===== src/rtl/gpio_port_pkg.sv =====
package gpio_port_pkg;
  localparam int DEF_PORT_W = 8;
  localparam int DEF_SEL_W  = 5;
  localparam int DEF_ADDR_W = 8;
  localparam int DEF_SYNC_N = 2;

  // Effective read value of one bit, from its direction, claim, latch and pin level
  function automatic logic bit_view(input logic dir_b, input logic claimed,
                                    input logic latch_b, input logic pin_b);
    if (dir_b)        return latch_b;
    else if (claimed) return 1'b0;
    else              return pin_b;
  endfunction
endpackage


===== src/rtl/gpio_sync.sv =====
module gpio_sync #(
  parameter int W      = 8,
  parameter int STAGES = 2
) (
  input  logic         clk,
  input  logic         rst,
  input  logic [W-1:0] din,
  output logic [W-1:0] dout
);
  logic [STAGES-1:0][W-1:0] chain;

  always_ff @(posedge clk) begin
    if (rst) begin
      chain <= '0;
    end else begin
      chain[0] <= din;
      for (int k = 1; k < STAGES; k++) chain[k] <= chain[k-1];
    end
  end

  assign dout = chain[STAGES-1];

  initial begin
    if (STAGES < 2) $error("gpio_sync needs at least two stages");
  end
endmodule


===== src/rtl/gpio_regs.sv =====
module gpio_regs #(
  parameter int                W         = 8,
  parameter int                ADDR_W    = 8,
  parameter logic [ADDR_W-1:0] DATA_ADDR = 8'h01,
  parameter logic [ADDR_W-1:0] DIR_ADDR  = 8'h05
) (
  input  logic              clk,
  input  logic              rst,
  input  logic [ADDR_W-1:0] wr_addr,
  input  logic [W-1:0]      wr_data,
  input  logic              wr_en,
  output logic [W-1:0]      dir_q,
  output logic [W-1:0]      latch_q
);
  logic dir_we, latch_we;
  assign dir_we   = wr_en && (wr_addr == DIR_ADDR);
  assign latch_we = wr_en && (wr_addr == DATA_ADDR);

  always_ff @(posedge clk) begin
    if (rst) begin
      dir_q   <= '0;
      latch_q <= '0;
    end else begin
      if (dir_we)   dir_q   <= wr_data;
      if (latch_we) latch_q <= wr_data;
    end
  end

  AST_RESET_CLEARS: assert property (@(posedge clk) disable iff (rst)
    $past(rst) |-> (dir_q == '0 && latch_q == '0));
  AST_DIR_LOADS: assert property (@(posedge clk) disable iff (rst)
    (wr_en && wr_addr == DIR_ADDR) |=> (dir_q == $past(wr_data)));
  AST_LATCH_LOADS: assert property (@(posedge clk) disable iff (rst)
    (wr_en && wr_addr == DATA_ADDR) |=> (latch_q == $past(wr_data)));
  AST_DIR_HOLDS: assert property (@(posedge clk) disable iff (rst)
    !(wr_en && wr_addr == DIR_ADDR) |=> $stable(dir_q));
  AST_LATCH_HOLDS: assert property (@(posedge clk) disable iff (rst)
    !(wr_en && wr_addr == DATA_ADDR) |=> $stable(latch_q));
endmodule


===== src/rtl/gpio_read_mux.sv =====
module gpio_read_mux
  import gpio_port_pkg::*;
#(
  parameter int                W         = 8,
  parameter int                SEL_W     = 5,
  parameter int                ADDR_W    = 8,
  parameter logic [ADDR_W-1:0] DATA_ADDR = 8'h01,
  parameter logic [ADDR_W-1:0] DIR_ADDR  = 8'h05
) (
  input  logic              clk,
  input  logic              rst,
  input  logic [ADDR_W-1:0] rd_addr,
  input  logic [SEL_W-1:0]  ana_sel,
  input  logic [W-1:0]      dir_q,
  input  logic [W-1:0]      latch_q,
  input  logic [W-1:0]      pin_sync,
  output logic [W-1:0]      rdata
);
  logic [W-1:0] ana_hit;
  logic [W-1:0] data_view;

  for (genvar gi = 0; gi < W; gi++) begin : g_bit
    assign ana_hit[gi]   = (ana_sel == SEL_W'(gi));
    assign data_view[gi] = bit_view(dir_q[gi], ana_hit[gi], latch_q[gi], pin_sync[gi]);

    AST_CLAIMED_INPUT_ZERO: assert property (@(posedge clk) disable iff (rst)
      (rd_addr == DATA_ADDR && ana_sel == SEL_W'(gi) && !dir_q[gi]) |-> !rdata[gi]);
    AST_CLAIMED_OUTPUT_LATCH: assert property (@(posedge clk) disable iff (rst)
      (rd_addr == DATA_ADDR && ana_sel == SEL_W'(gi) && dir_q[gi]) |-> (rdata[gi] == latch_q[gi]));
    AST_FREE_INPUT_PIN: assert property (@(posedge clk) disable iff (rst)
      (rd_addr == DATA_ADDR && ana_sel >= SEL_W'(W) && !dir_q[gi]) |-> (rdata[gi] == pin_sync[gi]));
  end

  always_comb begin
    rdata = '0;
    if (rd_addr == DATA_ADDR)     rdata = data_view;
    else if (rd_addr == DIR_ADDR) rdata = dir_q;
  end

  AST_ONE_CLAIM: assert property (@(posedge clk) disable iff (rst) $onehot0(ana_hit));
endmodule


===== src/rtl/gpio_analog_port.sv =====
module gpio_analog_port
  import gpio_port_pkg::*;
#(
  parameter int                PORT_W    = DEF_PORT_W,
  parameter int                SEL_W     = DEF_SEL_W,
  parameter int                ADDR_W    = DEF_ADDR_W,
  parameter int                SYNC_N    = DEF_SYNC_N,
  parameter logic [ADDR_W-1:0] DATA_ADDR = 8'h01,
  parameter logic [ADDR_W-1:0] DIR_ADDR  = 8'h05
) (
  input  logic              clk,
  input  logic              rst,
  input  logic [ADDR_W-1:0] bus_addr,
  input  logic [PORT_W-1:0] bus_wdata,
  input  logic              bus_we,
  output logic [PORT_W-1:0] bus_rdata,
  input  logic [SEL_W-1:0]  ana_sel,
  input  logic [PORT_W-1:0] pin_in,
  output logic [PORT_W-1:0] pin_oe,
  output logic [PORT_W-1:0] pin_out
);
  logic [PORT_W-1:0] dir_q, latch_q, pin_sync;

  gpio_regs #(.W(PORT_W), .ADDR_W(ADDR_W), .DATA_ADDR(DATA_ADDR), .DIR_ADDR(DIR_ADDR)) u_regs (
    .clk(clk), .rst(rst), .wr_addr(bus_addr), .wr_data(bus_wdata), .wr_en(bus_we),
    .dir_q(dir_q), .latch_q(latch_q)
  );

  gpio_sync #(.W(PORT_W), .STAGES(SYNC_N)) u_sync (
    .clk(clk), .rst(rst), .din(pin_in), .dout(pin_sync)
  );

  gpio_read_mux #(.W(PORT_W), .SEL_W(SEL_W), .ADDR_W(ADDR_W),
                  .DATA_ADDR(DATA_ADDR), .DIR_ADDR(DIR_ADDR)) u_rmux (
    .clk(clk), .rst(rst), .rd_addr(bus_addr), .ana_sel(ana_sel), .dir_q(dir_q),
    .latch_q(latch_q), .pin_sync(pin_sync), .rdata(bus_rdata)
  );

  assign pin_oe  = dir_q;
  assign pin_out = latch_q;

  AST_OE_SEL_FREE: assert property (@(posedge clk) disable iff (rst)
    (!bus_we && !$stable(ana_sel)) |=> ($stable(pin_oe) && $stable(pin_out)));
endmodule


===== config.mk =====
export PLATFORM = sky130hd
export DESIGN_NAME = gpio_analog_port
export DESIGN_NICKNAME = d
export VERILOG_FILES = /design/src/rtl/gpio_port_pkg.sv /design/src/rtl/gpio_sync.sv /design/src/rtl/gpio_regs.sv /design/src/rtl/gpio_read_mux.sv /design/src/rtl/gpio_analog_port.sv
export SDC_FILE = /design/constraint.sdc
export NUM_CORES = 1
export LEC_CHECK = 0
export BUFFER_PORTS_ARGS = -buffer_cell sky130_fd_sc_hd__buf_4
export CAP_MARGIN = 0
export CELL_PAD_IN_SITES_DETAIL_PLACEMENT = 0
export CELL_PAD_IN_SITES_GLOBAL_PLACEMENT = 1
export CORE_UTILIZATION = 37
export CTS_CLUSTER_SIZE = 14
export DETAILED_ROUTE_END_ITERATION = 8
export PLACE_DENSITY = 0.88
export SLEW_MARGIN = 20
export SYNTH_ARGS = -nofsm -noshare
export SYNTH_HDL_FRONTEND = slang
export SYNTH_SLANG_ARGS = --single-unit

===== constraint.sdc =====
create_clock -name clk -period 1.9 [get_ports clk]
set_input_delay 0.19 -clock clk [delete_from_list [all_inputs] [get_ports clk]]
set_output_delay 0.19 -clock clk [all_outputs]
set_load 0.05 [all_outputs]

======== Word-level counts from Yosys, hierarchy flattened ========
Cells that the tools add are included.
W data, S select, Z words.
word-level totals
  bits in registers ....................... 32
  bits in latches ......................... 0
  RAM bits ................................ 0
  ROM bits ................................ 0
  input bits .............................. 32
  output and inout bits ................... 24
  logic and storage cells ................. 34
  memories ................................ 0
cells by class
  add/sub/neg operators ................... 0
  multiply operators ...................... 0
  divide/modulo/power cells ............... 0
  magnitude comparators ................... 0
  equal/unequal tests ..................... 9
  shift-type cells ........................ 0
  multiplexer cells ....................... 18
  bitwise logic cells ..................... 0
  reductions and logical operators ........ 3
operators with widths
  cell                  number
  $eq A5 B3 Y1 const B  4
  $mux W1               16
  $mux W8               2
  $eq A5 B2 Y1 const B  2
  $eq A8 B1 Y1 const B  1
  $eq A8 B3 Y1 const B  1
  $eq A5 B1 Y1 const B  1
  $logic_not A5 Y1      1
  $logic_and A1 B1 Y1   2

======== Depth between registers and ports, before layout ========
  word-level depth ........................ 4
  depth in mapped cells ................... 5
  mapped depth without buffers ............ 3

======== By module ========
Synthesis repeated with hierarchy kept, for this count alone.
unflattened totals
  cells, all modules ...................... 149
  area total of the unflattened synthesis .. 1532.7 um2
by module, submodules not included
  module         times used  cells each  area each (um2)  sequential area each (um2)
  gpio_regs      1           66          744.5            320.3
  gpio_sync      1           41          524.3            320.3
  gpio_read_mux  1           42          264.0            0.0

======== Worst setup path after synthesis ========
Ideal clock, no wire load.
  path kind ............................... register to output
  start point ............................. register u_regs.latch_q[7]
  end point ............................... output port bus_rdata[7]
  arrival time ............................ 1964 ps
  data required time ...................... 1710 ps
  setup slack ............................. -254 ps
  stages on the path, launching flop included .. 3
  buffers on the path ..................... 0
  cell sequence ........................... dfxtp_1 nor3_1 a211oi_1
on the way
  cells in the longest elaborated chain, start to end .. 2
RTL lines
  what                      line                    text
  start: declaration        gpio_regs.sv:13         output logic [W-1:0] latch_q
  start signal: assignment  gpio_regs.sv:25         if (latch_we) latch_q <= wr_data;
  $mux W1                   gpio_port_pkg.sv:10     if (dir_b) return latch_b;
  $mux W8                   gpio_read_mux.sv:36     if (rd_addr == DATA_ADDR) rdata = data_view;
  end: declaration          gpio_analog_port.sv:16  output logic [PORT_W-1:0] bus_rdata,
Every way passes these cells.

======== Worst setup path after layout ========
  start point ............................. input port ana_sel[3]
  end point ............................... output port bus_rdata[4]
on the way
  cells in the longest elaborated chain, start to end .. 4
RTL lines
  what                line                    text
  start: declaration  gpio_analog_port.sv:17  input logic [SEL_W-1:0] ana_sel,
  $eq A5 B3 Y1        gpio_read_mux.sv:23     assign ana_hit[gi] = (ana_sel == SEL_W'(gi));
  $mux W1             gpio_port_pkg.sv:11     else if (claimed) return 1'b0;
  $mux W1             gpio_port_pkg.sv:10
  $mux W8             gpio_read_mux.sv:36
Every way passes these cells.

==> out/results.ini <==
[worst_hold_path]
hold_class = in -> reg
hold_start = pin_in[0]

[floorplanning]
die_height_um = 62.7
die_w_um = 62.7
core_area_sq_mm = 0.00344
start_util_pct = 39.6
core.rowCount = 21
die_area_sq_mm = 0.00393
num_io_pins = 56

[detailed_routing]
first_pass_iters = 4
finalWirelength_um = 3080
drtIter0Drc = 49
post_drt_wl_per_cell_um = 12.8
via_per_inst = 4.84
drc = 0
drtAntennaViolNets = 0
vias = 1166

[placement]
dpl.hpwl_um = 2330
preCtsSetupSlack_ps = 280
gp_congestion = 0.824
io_buffers = 55

[power]
p_int_w = 0.00101
pwr-share-seq_pct = 52.4
leakage_nw = 0.872
power_switching_w = 0.000305
power.share.clock_pct = 38.8
power_per_cell_area_mw_per_mm2 = 692
ir_drop_mv = 0.410
p_comb_share_pct = 8.8
p_sw_share_pct = 23.1

[cts]
cts_made_buffers = 5
htreeDepth = 2
clk_latency_ps = 280
cts.hold.buffers_added = 0
clock-sinks = 32
path_clk_slew_ps = 70
ctsLongestPathBuffers = 2
postCtsSetupRepairBufs = 0
cts_root_buf = clkbuf_8
cts_tree = yes
cts_resized = 0

[grt]
grt_pass1_vias = 1159
antenna_found_initial = 0
grt_max_degree = 41
grt_pass1_wl_um = 5170
grt.total_usage_pct = 17.0
overflow = 0

[timing]
rsz0062_at_grt = no
finalMaxSlewViolations = 0
postLayoutSetupSlackWorst_ps = 270
slew_headroom_pct = 77.2
hold_viol_final = 0
fmax_mhz = 613
finalCriticalPeriod_ps = 1630
fin_skew_ps = 3.90
tightest_slew_ps = 338
setup_viol = 0
tns_ps = 0
fin_crit_sh_pct = 85.8

[synthesis]
synthSimpleGateAreaFrac_pct = 28.3
synthAdderAreaFrac_pct = 0
ys_ff_latch = 32
synth_xor_xnor_area_share_pct = 0
synth.area.top_cells = dfxtp_1, nand2b_1, mux2i_1
yosysTopAreaCell = dfxtp_1
avgSynthCellArea_sq_um = 9.88
synth_area_sq_mm = 0.00136
synth_mux_area_share_pct = 11.7
syn-num-nets = 170
yosysTopAreaCellShare_pct = 47.0
synth_compound_area_share_pct = 10.1
yosysUniqueCellTypes = 22
synth_warnings = 0
synth_top_family_by_area = simple AND/OR/NAND/NOR gates
syn_inst = 138
yosysSeqAreaShare_pct = 47.0

[critical_path]
critical_path_arrival_ps = 1440
timing.rr.start = u_regs.dir_q[6]
endpoint_kind = output pin
crit_fanout = 4
worstSetupStartpoint = ana_sel[3]
path_class = in -> out
startpoint_type = primary input
worstPathRequired_ps = 1710

[cells_and_area]
area_delta_synth_final_pct = 39.6
drive_gt1_share_pct = 35.4
nets = 226
fillerInstances = 322
antennaDiodeCount = 0

[outcome]
status = finished, final reports clean

[job]
max-cap-violations = 0

cell usage in the layout (no fill, tap or decap), types with 2 or more instances in the layout:
cell type | netlist | routed
o211ai_1 | 5 | 5
o21ai_0 | 8 | 8
clkinvlp_4 | 0 | 2
a21oi_1 | 7 | 7
dfxtp_1 | 32 | 32
nand2_1 | 2 | 2
mux2i_1 | 16 | 16
buf_4 | 0 | 56
nand2b_1 | 26 | 26
clkbuf_8 | 0 | 5
nor2b_1 | 17 | 17
nor2_1 | 7 | 7
o311ai_0 | 2 | 2
layer usage:
metal	track usage, %	share of wire [%]	vias to the layer above
met5	0	0	-
met4	6.98	1.6	0
met3	6.39	7.4	5
met2	27.9	46	49
met1	19.7	45	531
li1	-	-	581
path summary, 6_finish.rpt:
path | end | slack (ps) | cells after the start
max | bus_rdata[4] | 270 | 5
min | u_sync.chain[0] | 120 | 2
max reg2reg | u_regs.dir_q[6] | 1240 | 2
min reg2reg | u_sync.dout[5] | 440 | 1
registers in the layout, summed over array words and instances (netlist names):
name and flops:
u_regs.dir_q 8, u_sync.dout 8, u_sync.chain 8, u_regs.latch_q 8
worst max-delay path, cell delays in order:
cell      delay, ps
buf_4           110
or3b_2          500
o311ai_0        310
a21oi_1         120
buf_4           210
final cells by class:
cell class                 count  area, sq um  share of cell area (%)
tap                           46         57.6                    3.02
inverter                       1         3.75                   0.197
clock inverter                 3         23.8                    1.25
clock buffer                   5         68.8                    3.61
multi-input combinational     98          689                    36.2
sequential                    32          641                    33.6
timing repair buffer          56          420                    22.1
cell families after synthesis:
family	Yosys count
and+or+nand+nor	59
DFF	32
AOI/OAI and AO/OA	23
muxes	16
buffers and inverters	8
per-stage QoR:
stage	util, %	power [W]	hold WS [ps]	cells	area, sq um
6_report	55.3	0.00132	117	241	1900
4_1_cts	55.3	0.00133	111	241	1900
2_1_floorplan	-	0.000758	318	138	1370
3_5_place_dp	52.6	0.000823	408	233	1810
3_3_place_gp	52.6	0.000819	402	233	1810
5_1_grt	55.3	0.00138	120	241	1900
synth_stat cells (all sizes together):
cell type / instances
nand2: 2
clkbuf: 5
mux2i: 16
a21oi: 7
nor4b: 1
o21ai: 8
or3: 1
or3b: 1
nand4b: 1
buf: 2
nor2b: 17
nor3: 2
o311ai: 2
dfxtp: 32
nor2: 7
nand4: 1
o211ai: 5
a211oi: 1
nand2b: 26
inv: 1
power by group through the flow:
stage	Combinational [W]	Sequential, W	Clock (W)
floorplan	0.0000527	0.000706	0
global placement	0.000113	0.000706	0
detailed placement	0.000117	0.000706	0
CTS	0.000117	0.000691	0.000526
global route	0.000127	0.000691	0.000565
finish	0.000116	0.000691	0.000512
No activity file was read; power rests on OpenSTA's default activity.
